===== src/rtl/rxf_pkg.sv =====
package rxf_pkg;

   typedef enum logic [2:0] {
      ST_IDLE,
      ST_START,
      ST_DATA,
      ST_PAR,
      ST_STOP,
      ST_REARM,
      ST_BRK
   } rx_st_e;

   typedef struct packed {
      logic brk;
      logic ferr;
      logic perr;
   } rx_flags_t;

   localparam int FLAG_W = $bits(rx_flags_t);

endpackage


===== src/rtl/rxf_sync.sv =====
module rxf_sync #(
   parameter int STAGES = 2
) (
   input  logic clk,
   input  logic rst,
   input  logic d,
   output logic q
);

   initial begin
      assert (STAGES >= 2) else $error("rxf_sync: STAGES must be at least 2");
   end

   logic [STAGES-1:0] sr;

   always_ff @(posedge clk) begin
      if (rst) sr <= '1;
      else     sr <= {sr[STAGES-2:0], d};
   end

   assign q = sr[STAGES-1];

endmodule


===== src/rtl/rxf_fifo.sv =====
module rxf_fifo #(
   parameter int W     = 11,
   parameter int DEPTH = 8
) (
   input  logic         clk,
   input  logic         rst,
   input  logic         push,
   input  logic [W-1:0] din,
   input  logic         pop,
   output logic [W-1:0] dout,
   output logic         not_empty,
   output logic         full
);

   localparam int PTR_W = (DEPTH > 1) ? $clog2(DEPTH) : 1;
   localparam int CNT_W = PTR_W + 1;
   localparam logic [CNT_W-1:0] CNT_MAX = CNT_W'(DEPTH);

   initial begin
      assert (DEPTH >= 2 && (DEPTH & (DEPTH - 1)) == 0)
         else $error("rxf_fifo: DEPTH must be a power of two, at least 2");
   end

   logic [W-1:0]     mem [DEPTH];
   logic [PTR_W-1:0] wr_ptr, rd_ptr;
   logic [CNT_W-1:0] count;
   logic             do_push, do_pop;

   assign do_push   = push && (count != CNT_MAX);
   assign do_pop    = pop && (count != '0);
   assign not_empty = (count != '0);
   assign full      = (count == CNT_MAX);
   assign dout      = mem[rd_ptr];

   always_ff @(posedge clk) begin
      if (rst) begin
         for (int i = 0; i < DEPTH; i++) mem[i] <= '0;
      end else if (do_push) begin
         mem[wr_ptr] <= din;
      end
   end

   always_ff @(posedge clk) begin
      if (rst) begin
         wr_ptr <= '0;
         rd_ptr <= '0;
         count  <= '0;
      end else begin
         if (do_push) wr_ptr <= wr_ptr + PTR_W'(1);
         if (do_pop)  rd_ptr <= rd_ptr + PTR_W'(1);
         case ({do_push, do_pop})
            2'b10:   count <= count + CNT_W'(1);
            2'b01:   count <= count - CNT_W'(1);
            default: count <= count;
         endcase
      end
   end

endmodule


===== src/rtl/rxf_deser.sv =====
module rxf_deser
   import rxf_pkg::*;
#(
   parameter int DATA_W = 8,
   parameter int OVS    = 16,
   parameter int LEN_W  = 2
) (
   input  logic              clk,
   input  logic              rst,
   input  logic              tick,
   input  logic              rx,
   input  logic [LEN_W-1:0]  cfg_len,
   input  logic              cfg_par_en,
   input  logic              cfg_par_odd,
   input  logic              fifo_full,
   input  logic              err_clr,
   output logic              push,
   output logic [DATA_W-1:0] push_data,
   output rx_flags_t         push_flags,
   output logic              ovr,
   output logic              brk_chg
);

   localparam int CNT_W   = $clog2(OVS);
   localparam int IDX_W   = (DATA_W > 1) ? $clog2(DATA_W) : 1;
   localparam int MIN_LEN = DATA_W - (1 << LEN_W) + 1;
   localparam logic [CNT_W-1:0] C_START = CNT_W'(OVS / 2 - 2);
   localparam logic [CNT_W-1:0] C_HALF  = CNT_W'(OVS / 2 - 1);
   localparam logic [CNT_W-1:0] C_BIT   = CNT_W'(OVS - 1);
   localparam logic [IDX_W-1:0] TOP_IDX = IDX_W'(DATA_W - 1);

   initial begin
      assert (OVS >= 4 && (OVS & (OVS - 1)) == 0)
         else $error("rxf_deser: OVS must be a power of two, at least 4");
      assert (MIN_LEN >= 1)
         else $error("rxf_deser: LEN_W too wide for DATA_W");
      assert ((1 << IDX_W) == DATA_W)
         else $error("rxf_deser: DATA_W must be a power of two");
   end

   rx_st_e            st;
   logic [CNT_W-1:0]  cnt;
   logic [IDX_W-1:0]  idx, last_idx;
   logic [DATA_W-1:0] shreg, data_al;
   logic              par_bit, par_exp, any_high, hi_seen;
   logic              hold_vld;
   logic [DATA_W-1:0] hold_data;
   rx_flags_t         hold_flags;
   logic              perr_now;

   // Received bits enter at the top, so an n-bit character sits in the
   // upper n bits; shifting right aligns it and zero-fills the rest.
   always_comb begin
      last_idx = IDX_W'(MIN_LEN - 1) + IDX_W'(cfg_len);
      data_al  = shreg >> (TOP_IDX - last_idx);
      par_exp  = (^data_al) ^ cfg_par_odd;
      perr_now = cfg_par_en && (par_bit != par_exp);
   end

   assign push       = hold_vld && !fifo_full;
   assign push_data  = hold_data;
   assign push_flags = hold_flags;

   always_ff @(posedge clk) begin
      if (rst) begin
         st         <= ST_IDLE;
         cnt        <= '0;
         idx        <= '0;
         shreg      <= '0;
         par_bit    <= 1'b0;
         any_high   <= 1'b0;
         hi_seen    <= 1'b0;
         hold_vld   <= 1'b0;
         hold_data  <= '0;
         hold_flags <= '0;
         ovr        <= 1'b0;
         brk_chg    <= 1'b0;
      end else begin
         if (push) hold_vld <= 1'b0;

         case (st)
            ST_IDLE: begin
               if (tick && !rx) begin
                  st  <= ST_START;
                  cnt <= '0;
               end
            end

            ST_START: begin
               if (tick) begin
                  if (cnt == C_START) begin
                     cnt <= '0;
                     if (rx) begin
                        st <= ST_IDLE;
                     end else begin
                        st       <= ST_DATA;
                        idx      <= '0;
                        shreg    <= '0;
                        any_high <= 1'b0;
                        par_bit  <= 1'b0;
                        if (hold_vld && fifo_full) begin
                           ovr      <= 1'b1;
                           hold_vld <= 1'b0;
                        end
                     end
                  end else begin
                     cnt <= cnt + CNT_W'(1);
                  end
               end
            end

            ST_DATA: begin
               if (tick) begin
                  if (cnt == C_BIT) begin
                     cnt      <= '0;
                     shreg    <= {rx, shreg[DATA_W-1:1]};
                     any_high <= any_high | rx;
                     idx      <= idx + IDX_W'(1);
                     if (idx == last_idx) st <= cfg_par_en ? ST_PAR : ST_STOP;
                  end else begin
                     cnt <= cnt + CNT_W'(1);
                  end
               end
            end

            ST_PAR: begin
               if (tick) begin
                  if (cnt == C_BIT) begin
                     cnt      <= '0;
                     par_bit  <= rx;
                     any_high <= any_high | rx;
                     st       <= ST_STOP;
                  end else begin
                     cnt <= cnt + CNT_W'(1);
                  end
               end
            end

            ST_STOP: begin
               if (tick) begin
                  if (cnt == C_BIT) begin
                     cnt      <= '0;
                     hold_vld <= 1'b1;
                     if (rx) begin
                        hold_data  <= data_al;
                        hold_flags <= '{brk: 1'b0, ferr: 1'b0, perr: perr_now};
                        st         <= ST_IDLE;
                     end else if (!any_high) begin
                        hold_data  <= '0;
                        hold_flags <= '{brk: 1'b1, ferr: 1'b0, perr: 1'b0};
                        brk_chg    <= 1'b1;
                        hi_seen    <= 1'b0;
                        st         <= ST_BRK;
                     end else begin
                        hold_data  <= data_al;
                        hold_flags <= '{brk: 1'b0, ferr: 1'b1, perr: perr_now};
                        st         <= ST_REARM;
                     end
                  end else begin
                     cnt <= cnt + CNT_W'(1);
                  end
               end
            end

            ST_REARM: begin
               if (tick) begin
                  if (cnt == C_HALF) begin
                     cnt <= '0;
                     st  <= rx ? ST_IDLE : ST_START;
                  end else begin
                     cnt <= cnt + CNT_W'(1);
                  end
               end
            end

            ST_BRK: begin
               if (rx) begin
                  if (hi_seen) st <= ST_IDLE;
                  hi_seen <= 1'b1;
               end else begin
                  hi_seen <= 1'b0;
               end
            end

            default: st <= ST_IDLE;
         endcase

         if (err_clr) begin
            ovr     <= 1'b0;
            brk_chg <= 1'b0;
         end
      end
   end

endmodule


===== src/rtl/uart_rx_fifo.sv =====
module uart_rx_fifo
   import rxf_pkg::*;
#(
   parameter int DATA_W      = 8,
   parameter int DEPTH       = 8,
   parameter int OVS         = 16,
   parameter int LEN_W       = 2,
   parameter int SYNC_STAGES = 2
) (
   input  logic              clk,
   input  logic              rst,
   input  logic              tick16,
   input  logic              rxd,
   input  logic [LEN_W-1:0]  cfg_len,
   input  logic              cfg_par_en,
   input  logic              cfg_par_odd,
   input  logic              pop,
   input  logic              err_clr,
   output logic [DATA_W-1:0] rd_data,
   output logic              rd_brk,
   output logic              rd_ferr,
   output logic              rd_perr,
   output logic              rdy,
   output logic              full,
   output logic              ovr,
   output logic              brk_chg
);

   localparam int ENT_W = FLAG_W + DATA_W;

   logic              rx_s;
   logic              q_push;
   logic [DATA_W-1:0] q_data;
   rx_flags_t         q_flags, head_flags;
   logic [ENT_W-1:0]  head;

   // A zero stage count selects a bypass for inputs already in this domain.
   if (SYNC_STAGES > 0) begin : g_sync
      rxf_sync #(.STAGES(SYNC_STAGES)) u_sync (
         .clk (clk),
         .rst (rst),
         .d   (rxd),
         .q   (rx_s)
      );
   end else begin : g_nosync
      assign rx_s = rxd;
   end

   rxf_deser #(
      .DATA_W (DATA_W),
      .OVS    (OVS),
      .LEN_W  (LEN_W)
   ) u_deser (
      .clk         (clk),
      .rst         (rst),
      .tick        (tick16),
      .rx          (rx_s),
      .cfg_len     (cfg_len),
      .cfg_par_en  (cfg_par_en),
      .cfg_par_odd (cfg_par_odd),
      .fifo_full   (full),
      .err_clr     (err_clr),
      .push        (q_push),
      .push_data   (q_data),
      .push_flags  (q_flags),
      .ovr         (ovr),
      .brk_chg     (brk_chg)
   );

   rxf_fifo #(
      .W     (ENT_W),
      .DEPTH (DEPTH)
   ) u_fifo (
      .clk       (clk),
      .rst       (rst),
      .push      (q_push),
      .din       ({q_flags, q_data}),
      .pop       (pop),
      .dout      (head),
      .not_empty (rdy),
      .full      (full)
   );

   assign head_flags = rx_flags_t'(head[ENT_W-1:DATA_W]);
   assign rd_data    = head[DATA_W-1:0];
   assign rd_brk     = head_flags.brk;
   assign rd_ferr    = head_flags.ferr;
   assign rd_perr    = head_flags.perr;

endmodule


===== config.mk =====
export PLATFORM = sky130hd
export DESIGN_NAME = uart_rx_fifo
export DESIGN_NICKNAME = d
export VERILOG_FILES = /design/src/rtl/rxf_pkg.sv /design/src/rtl/rxf_sync.sv /design/src/rtl/rxf_fifo.sv /design/src/rtl/rxf_deser.sv /design/src/rtl/uart_rx_fifo.sv
export SDC_FILE = /design/constraint.sdc
export NUM_CORES = 1
export LEC_CHECK = 0
export BUFFER_PORTS_ARGS = -buffer_cell sky130_fd_sc_hd__buf_2
export CAP_MARGIN = 10
export CORE_ASPECT_RATIO = 0.9
export CORE_MARGIN = 2
export CORE_UTILIZATION = 40
export CTS_CLUSTER_DIAMETER = 100
export DETAILED_ROUTE_END_ITERATION = 8
export HOLD_SLACK_MARGIN = 0.12
export PLACE_DENSITY_LB_ADDON = 0.15
export SETUP_SLACK_MARGIN = 0.3
export SLEW_MARGIN = 15
export SYNTH_ARGS = -nofsm -noshare
export SYNTH_HDL_FRONTEND = slang
export SYNTH_SLANG_ARGS = --single-unit

===== constraint.sdc =====
create_clock -name clk -period 2.83 [get_ports clk]
set_input_delay 0.849 -clock clk [delete_from_list [all_inputs] [get_ports clk]]
set_output_delay 0.849 -clock clk [all_outputs]
set_load 0.03 [all_outputs]

==> reports/summary.txt, run 1 <==
Async set or reset register ratio after synthesis: 0%
Max-cap violation count: 0
Worst-path clk slew: 0.06 ns
First-pass GRT wire length: 23.8 mm
Die footprint: 17,400 um2
Worst R2R Setup Slack: 0.47 ns
Die width: 139 um
CP Data Arrival Time: 1.99 ns
Vias: 4,165
Worst min-delay path class: register to register
Failing checks: negative setup slack
Final HPWL DP: 9.08 mm
Top Ports: 25
Global placer's final weighted congestion: 0.829
PwrDens: 614 nW/um2
Unrepaired setup endpoints after global routing: true
Max FO, Critical Path: 6
Leakage power: 2.73 nW
Final core occ: 47.8%
DRT antenna net count: 0
Number of DRC markers in iteration 0: 259
CTS tree: built
Total GRT Usage: 17.9%
WP data required: 1.98 ns
Period minus WS final: 2.84 ns
Tightest Pin Transition: 0.645 ns
Post-Synthesis Cell Area: 6530 um2
Final Hold Slack: 0.409 ns
Commonest cells in the netlist: and2_1 (89), edfxtp_1 (88), dfxtp_1 (50)
Period utilisation layout: 100%
CTS buffer count: 17
Final #Nets: 587
Most used DFF post-synth: edfxtp_1
Register area share after synthesis: 55.8%
Critical path capture point type: primary output
Pre-CTS worst setup slack: 0.170 ns
Initial antenna violation count: 0
Number of buffers added on ports: 24
Clock buffer depth: 2
Pin count of the biggest net entering global routing: 56
Maximum clock frequency: 352 MHz
Most common cell in the netlist: and2_1
Hold_sp: g_sync.u_sync.sr[0]
Vias per inst: 5.29
Max-slew headroom: 56.6%
Yosys top cell area share: 40.5%
First-pass detailed-route iteration total: 5
Setup CP Type: register to primary output
# setup viols final: 1
Syn avg cell area: 12.2 um2
Synth area leaders: edfxtp_1 (40%), dfxtp_1 (15%), and2_1 (8.5%)
Synth area leader: edfxtp_1
Worst VDD drop: 0.427 mV
Antenna cells: 0
Critical R2R Launch: u_fifo.count[0]
Post-Route WL: 14.6 mm
EDFF count, synth: 88
Number of cell rows: 44
Die height: 125 um
Pins Over Slew Limit: 0
Worst setup SP type: register
Number of global-route vias before repair: 4,245
Yosys reg bits: 138
Max Clock Skew: 0.00663 ns
Hold Vio Cnt, Final: 0
Htree depth: 4
Setup ws final: -0.00986 ns
# DRC: 0
Initial core utilization: 40.6%
Skew-Pair Late Insertion Delay: 0.41 ns
Cell variety after synth: 51
Layout cells sized above 1: 22.0%
Wirelength per Cell: 18.5 um
Status: finished with violations
CTS sink count: 138
Post-Syn Nets: 553
Synth Warn #: 0
CORE AREA: 16,100 um2
CTS Root Cell: clkbuf_16
Layout area overhead: 17.7%
Total congestion overflow: 0
Post-Syn Instances: 535
==> layer usage <==
| metal | track usage (%) | part of all wire (%) |
|---|---|---|
| met5 | 0 | 0 |
| met4 | 5.64 | 1.0 |
| met3 | 4.14 | 3.3 |
| met1 | 22.9 | 45 |
| met2 | 30.6 | 51 |
==> repair_timing <==
action	in CTS	in global routing
buffers inserted	0	1
setup endpoints to repair	12	12
pin swaps	0	1
hold buffers	0	0
gates cloned	2	0
resized for setup	36	7
==> where the power goes <==
group	switching, mW	internal [mW]
logic	0.237	0.164
clock network	0.829	1.20
registers	0.0781	2.21
==> placed cells by master, fill, tap and decap left out, types with 11 or more instances in the layout <==
cell type  Yosys  layout
and2_1        89      89
nand2_1       24      23
dfxtp_1       50      48
nor3_1        12      12
nand3_1       16      16
a21oi_1       26      24
buf_6          1      11
nor2_1        31      30
clkbuf_16      0      17
edfxtp_1      88      88
o21ai_0       14      14
buf_2          4      13
buf_4          0      20
mux4_2        23      23
==> worst max-delay path, cell delays in order, from the launching register on <==
cell and delay, ns:
dfxtp_4 0.43, buf_12 0.16, mux4_2 0.55, mux2_4 0.29, buf_6 0.14
==> layout make-up <==
class,instances,area [um2]
flip-flops and latches,138,3650
repair buffers,47,414
well taps,207,259
fillers,1471,8390
multi-input cells,354,2790
clock inverters,11,100
inverters,11,41.3
clock buffers,20,437
==> cell families (layout without fill, tap and decap cells) <==
logic type,Yosys count,in the layout,share of synthesized area [%]
AOI/OAI and AO/OA,72,72,7.05
xor gates and xnor gates,19,19,2.76
adders and majority gates,8,8,1.53
buffers and inverters,43,89,2.66
DFF,138,138,55.8
muxes,44,44,12.1
and+or+nand+nor,211,211,18.1
==> worst paths after layout <==
path	endpoint	cells past startpoint
worst max-delay path	rd_data[6]	4
worst min-delay path	g_sync.u_sync.sr[1]	1
worst max register to register	u_fifo.count[2]	10
worst min register to register	g_sync.u_sync.sr[1]	1
==> sequential cells by signal (all words and copies together) (netlist names), 4 cells and up, named ones only <==
signal and flops:
u_deser.cnt 4, u_deser.push_data 8, u_deser.shreg 8, u_fifo.count 4, u_fifo.mem 88
==> through the flow <==
| step | TNS, ns | instance area [um2] | power (mW) | std cells |
|---|---|---|---|---|
| floorplan | 0 | 6550 | 2.60 | 535 |
| global placement | 0 | 6950 | 2.71 | 754 |
| detailed placement | 0 | 6950 | 2.72 | 754 |
| CTS | -0.0957 | 7650 | 4.76 | 787 |
| global route | -0.456 | 7690 | 4.91 | 788 |
| finish | -0.00986 | 7690 | 4.72 | 788 |
Power figures use the tool's default switching activity.
==> inputs of run 2 (changes only) <==
CORE_UTILIZATION = 50   (was 40)
==> run 2 against run 1 <==
Sequential power about the same. Non-clock buffer count decreased by 3. The flow now finishes without violations. Hold slack improved by 0.020 ns. Clock-buffer cell count increased by 2. Sequential share of layout area decreased by 0.085 points. Flip-flop and latch count unchanged. Critical path type unchanged. Combinational power decreased by 6.7%.
==> reports/summary.txt, run 2 (synthesis gave the netlist of run 1 again) <==
Commonest non-fill, non-tap cell in the layout: and2_1
Filler instances: 998 (-32%)
Leakage power: 2.77 nW (+1.3%)
Antenna cells: 0 (unchanged)
Worst hold endpoint: g_sync.u_sync.sr[1]
Max-cap violation count: 0 (unchanged)
Seq pwr share: 46.2% (-2.3 points)
Critical path capture point type: primary output
CTS tree: built
Layout cells sized above 1: 21.8% (-0.27 points)
Critical R2R Launch: u_fifo.count[0]
Reg2reg path depth: 10 (unchanged)
Final HPWL DP: 8.54 mm (-6.0%)
Hold_sp: g_sync.u_sync.sr[0]
Htree depth: 4 (unchanged)
Number of cell rows: 39 (-11%)
CORE AREA: 12,700 um2 (-21%)
Setup ws final: 0.0351 ns (+0.0449 ns)
Skew-Pair Late Insertion Delay: 0.42 ns (about the same)
# DRC: 0 (unchanged)
Period minus WS final: 2.79 ns (-0.0449 ns)
Max-slew headroom: 49.9% (-6.7 points)
Vias: 4,123 (-1.0%)
P_sw: 1.15 mW (+0.70%)
CTS Root Cell: clkbuf_16
Worst Hold Depth: 1 (unchanged)
Pre-CTS worst setup slack: 0.177 ns (+0.00703 ns)
Die footprint: 14,000 um2 (-19%)
Die width: 124 um (-10%)
Maximum clock frequency: 358 MHz (+1.6%)
Setup TNS: 0 ns (+0.00986 ns)
First-pass detailed-route iteration total: 4 (-1)
First-pass GRT wire length: 21.4 mm (-10%)
Layout area overhead: 17.9%
Internal: 3.84 mW (+7.2%)
CP Data Arrival Time: 1.95 ns (-0.04 ns)
Worst VDD drop: 0.486 mV (+14%)
Total GRT Usage: 19.6% (+1.7 points)
Number of buffers added on ports: 24 (unchanged)
Worst min-delay path class: register to register
Post-Route WL: 12.7 mm (-13%)
Sw Ratio: 23.1% (-1.1 points)
PwrDens: 648 nW/um2 (+5.5%)
Final #Nets: 584 (-0.51%)
Number of global-route vias before repair: 4,146 (-2.3%)
Period utilisation layout: 98.8% (-1.6 points)
Global placer's final weighted congestion: 0.818 (-1.4%)
CTS buffer count: 17 (unchanged)
Number of flip-flops under the largest register name: 88 (unchanged)
CTS sink count: 138 (unchanged)
Final core occ: 60.5% (+13 points)
Worst-path clk slew: 0.06 ns (about the same)
FF+latch area: 3650 um2 (unchanged)
Vias per inst: 5.55 (+5.0%)
Max Clock Skew: 0.00543 ns (-0.00120 ns)
Worst R2R Setup Slack: 0.45 ns (-0.02 ns)
Initial antenna violation count: 0 (unchanged)
Die height: 112 um (-10%)
Hold Vio Cnt, Final: 0 (unchanged)
Logic pwr share: 7.5% (-1.0 points)
Max FO, Critical Path: 5 (-1)
Total congestion overflow: 0 (unchanged)
Status: finished, final reports clean
Commonest cells after routing, fill and taps aside: and2_1 (89), edfxtp_1 (88), dfxtp_1 (48)
Wirelength per Cell: 17.1 um (-7.7%)
Unrepaired setup endpoints after global routing: true
Pins Over Slew Limit: 0 (unchanged)
Clock buffer depth: 2 (unchanged)
Worst setup SP type: register
Pin count of the biggest net entering global routing: 56 (unchanged)
Tightest Pin Transition: 0.750 ns (+0.105 ns)
WP data required: 1.98 ns (about the same)
Most flops, register: u_fifo.mem
Initial core utilization: 51.3% (+11 points)
Clock Power Share: 46.3% (+3.3 points)
# setup viols final: 0 (-1)
Setup CP Type: register to primary output
Multi-input gate area: 2780 um2 (about the same)
DRT antenna net count: 0 (unchanged)
Worst r2r dst: u_fifo.count[2]
Top Ports: 25 (unchanged)
Number of DRC markers in iteration 0: 280 (+8.1%)
## run 2: cell count changes in the layout (fill, tap and decap cells not counted), sizes merged
cell and delta:
buf -4, bufinv +1, clkbuf +3, clkinv -4
inv +2
## run 2: worst max path at each step
stage                     cells past startpoint  slack (ns)       startpoint                    end
final                                         4        0.04         register                rd_perr
after global routing                          4       -0.03         register                rd_perr
after CTS                                     4      -0.008         register             rd_data[6]
after detailed placement                      6        0.18       cfg_len[0]  u_deser.push_flags[0]
after global placement                        6        0.22       cfg_len[0]  u_deser.push_flags[0]
after floorplan                              11        0.31  u_fifo.count[1]        u_fifo.count[2]
## run 2: repair_timing
item | 4_1_cts | 5_1_grt
cloned | 1 | 1
setup buffers | 0 | 0
gates resized for setup | 30 | 10
hold buffers | 0 | 0
setup endpoints to repair | 12 | 12
## run 2: power groups by stage
stage | clock [mW] | combinational (mW) | sequential, mW
CTS | 2.34 | 0.372 | 2.30
floorplan | 0 | 0.331 | 2.27
global placement | 0 | 0.353 | 2.34
finish | 2.31 | 0.375 | 2.30
global route | 2.43 | 0.417 | 2.31
detailed placement | 0 | 0.360 | 2.35
## run 2: critical path: stages, from the launching register on
cell       delay, ns
dfxtp_4         0.41
clkbuf_16       0.17
mux4_2          0.52
mux2_4          0.29
buf_6           0.14
## run 2: cell type report
class,count,area share (%)
Sequential cell,138,47.4
Tap cell,164,2.66
Clock buffer,22,6.58
Multi-Input combinational cell,354,36.2
Clock inverter,10,1.62
Timing Repair Buffer,44,5.05
Inverter,11,0.536
## run 2: metrics by stage
| stage | area (um2) | hold slack [ns] | total power, mW | instances |
|---|---|---|---|---|
| floorplan | 6550 | 0.389 | 2.60 | 535 |
| global placement | 6890 | 0.401 | 2.70 | 709 |
| detailed placement | 6890 | 0.400 | 2.71 | 709 |
| CTS | 7630 | 0.424 | 5.02 | 742 |
| global route | 7700 | 0.437 | 5.16 | 743 |
| finish | 7700 | 0.429 | 4.99 | 743 |
## run 2: layer usage
| metal | wire [um] | GRT usage, % | part of all wire (%) | up-vias |
|---|---|---|---|---|
| li1 | - | - | - | 2030 |
| met1 | 6040 | 26.0 | 48 | 2012 |
| met4 | 141 | 7.34 | 1.1 | 0 |
| met2 | 6050 | 31.4 | 48 | 67 |
| met3 | 447 | 5.20 | 3.5 | 14 |
| met5 | 0 | 0 | 0 | - |
==> inputs of run 3 (changes only) <==
ABC_AREA = 1   (was not set)
TNS_END_PERCENT = 10   (was not set)
==> run 3 against run 2 <==
Combinational power increased to 7.6 times the previous value. Global-route usage up 3.6 points. Utilization rose by 0.25 points. Clock power down 6%. Sequential power increased by 7%. Critical path depth up 3. Critical path type unchanged. Clock skew up 0.0048 ns. Non-clock buffer count rose by 11. Flip-flop and latch count unchanged. Fmax increased by 7.3%. Synthesized cell count rose by 50%.
==> reports/summary.txt, run 3 <==
Most used DFF post-synth: edfxtp_1
Layout cells sized above 1: 17.8% (-4.0 points)
Post-Synthesis Cell Area: 6670 um2 (+2.1%)
First-pass GRT wire length: 26.0 mm (+22%)
Synth Warn #: 0 (unchanged)
Period minus WS final: 2.60 ns (-0.191 ns)
Global placer's final weighted congestion: 0.916 (+12%)
Antenna cells: 0 (unchanged)
Worst VDD drop: 0.469 mV (-3.6%)
Htree depth: 4 (unchanged)
WP data required: 1.98 ns (about the same)
CTS tree: built
Post-Syn Instances: 801 (+50%)
Post-Syn Nets: 819 (+48%)
Maximum clock frequency: 384 MHz (+7.3%)
Max-cap violation count: 0 (unchanged)
Period utilisation layout: 92.0% (-6.7 points)
Syn avg cell area: 8.33 um2 (-32%)
Critical-path cell list: buf_12 -> clkinv_8 -> o21ai_2 -> o22ai_2 -> nor2_1 -> a31oi_1 -> buf_4
Final HPWL DP: 10.9 mm (+28%)
Number of flip-flops under the largest register name: 88 (unchanged)
Cts hold-fix bufs: 0 (unchanged)
# DRC: 0 (unchanged)
Levels on crit path: 7 (+3)
Pin count of the biggest net entering global routing: 25 (-55%)
Status: finished, final reports clean
Wirelength per Cell: 15.7 um (-7.7%)
# setup viols final: 0 (unchanged)
Clock buffer depth: 2 (unchanged)
Yosys top cell area share: 39.6% (-0.85 points)
Post-route cell area: 8020 um2 (+4.2%)
Max FO, Critical Path: 8 (+3)
Final core occ: 60.7% (+0.25 points)
Number of DRC markers in iteration 0: 673 (+140%)
Number of buffers added on ports: 24 (unchanged)
Layout area overhead: 20.2%
Die height: 114 um (+1.0%)
Most flops, register: u_fifo.mem
Pins Over Slew Limit: 0 (unchanged)
Commonest cells after routing, fill and taps aside: nor2_1 (191), nand2_1 (147), edfxtp_1 (88)
Critical path capture point type: primary output
Placed cells: 973 (+37%)
Worst setup SP type: register
Top Ports: 25 (unchanged)
Worst Hold Depth: 1 (unchanged)
CTS sink count: 138 (unchanged)
Register area share after synthesis: 54.6% (-1.2 points)
Async set or reset register ratio after synthesis: 0% (unchanged)
Final Hold Slack: 0.416 ns (-0.0133 ns)
Most common cell in the netlist: nor2_1
Leakage power: 3.04 nW (+9.8%)
Synth area leader: edfxtp_1
Worst-path clk slew: 0.06 ns (about the same)
Initial antenna violation count: 0 (unchanged)
Commonest cells in the netlist: nor2_1 (200), nand2_1 (147), edfxtp_1 (88)
Cell family with most CP delay: buffers and inverters
Hold Vio Cnt, Final: 0 (unchanged)
Yosys reg bits: 138 (unchanged)
CORE AREA: 13,200 um2 (+3.7%)
Total GRT Usage: 23.2% (+3.6 points)
Max incr delay on CP: 0.41 ns (-0.11 ns)
EDFF count, synth: 88 (unchanged)
Unrepaired setup endpoints after global routing: true
Final cell count without fillers: 1,023 (+38%)
Tightest Pin Transition: 0.589 ns (-0.161 ns)
Cell area after placement: 6980 um2 (+1.4%)
Reg2reg path depth: 12 (+2)
Skew-Pair Late Insertion Delay: 0.42 ns (about the same)
DRT antenna net count: 0 (unchanged)
Final #Nets: 860 (+47%)
Total congestion overflow: 0 (unchanged)
Initial core utilization: 50.5% (-0.79 points)
Max-slew headroom: 60.6% (+11 points)
CP Data Arrival Time: 1.76 ns (-0.19 ns)
Die width: 126 um (+1.0%)
Die footprint: 14,300 um2 (+2.1%)
Setup CP Type: register to primary output
Synth area leaders: edfxtp_1 (40%), dfxtp_1 (15%), nor2_1 (11%)
Cell variety after synth: 42 (-18%)
Number of cell rows: 40 (+2.6%)
Setup TNS: 0 ns (unchanged)
PwrDens: 934 nW/um2 (+44%)
Vias per inst: 5.55 (about the same)
CP bufs+invs: 3 (+1)
Worst min-delay path class: register to register
Vias: 5,676 (+38%)
CTS buffer count: 17 (unchanged)
CTS Root Cell: clkbuf_16
Post-Route WL: 16.1 mm (+27%)
Number of global-route vias before repair: 5,313 (+28%)
Commonest non-fill, non-tap cell in the layout: nor2_1
Slowest library cell on the worst path: dfxtp_4
First-pass detailed-route iteration total: 6 (+2)
Max Clock Skew: 0.0103 ns (+0.00483 ns)
-- run 3: timing repair --
action,in CTS,in global routing
setup endpoints to repair,11,11
resized for setup,54,33
setup buffers,4,5
cloned,7,2
pin swaps,9,10
endpoints found under the hold margin,0,0
-- run 3: metal layers --
metal	track usage (%)	vias to the layer above	wire, um
li1	-	2765	-
met3	5.68	41	1050
met5	0	-	0
met2	38.2	218	7730
met1	30.1	2652	6920
met4	8.57	0	401
-- run 3: final cells by class --
| cell class | instances | area (um2) |
|---|---|---|
| fillers | 1150 | 5190 |
| flip-flops and latches | 138 | 3650 |
| multi-input cells | 561 | 2720 |
| repair buffers | 55 | 546 |
| clock buffers | 24 | 482 |
| inverters | 66 | 275 |
| well taps | 168 | 210 |
| clock inverters | 8 | 96.3 |
| repair inverters | 3 | 43.8 |
-- run 3: cell families (layout without fill, tap and decap cells) --
family	after synthesis	in the layout	share of synthesized area [%]
AOI/OAI and AO/OA	141	141	12.2
buffers and inverters	102	156	6.09
xor gates and xnor gates	4	4	0.525
DFF	138	138	54.6
adders and majority gates	8	8	1.50
and+or+nand+nor	408	408	25.1
-- run 3: worst paths after layout --
kind                            slack [ns]                   to                start
worst min register to register        0.42  g_sync.u_sync.sr[1]  g_sync.u_sync.sr[0]
worst min-delay path                  0.42  g_sync.u_sync.sr[1]  g_sync.u_sync.sr[0]
worst max-delay path                  0.23           rd_data[1]             register
worst max register to register        0.70      u_fifo.count[3]      u_fifo.count[0]
-- run 3: through the flow --
stage / setup slack (ns) / total power, mW
2_1_floorplan: 0.363 / 4.07
3_3_place_gp: 0.488 / 4.56
3_5_place_dp: 0.406 / 4.61
4_1_cts: 0.238 / 7.26
5_1_grt: 0.142 / 7.87
6_report: 0.226 / 7.49
-- run 3: report_power, final --
part           switching, mW  internal (mW)  leakage [nW]
combinational           1.72           1.14          1.48
sequential             0.162           2.30          1.29
clock                  0.810           1.36         0.274
total                   2.69           4.80          3.04
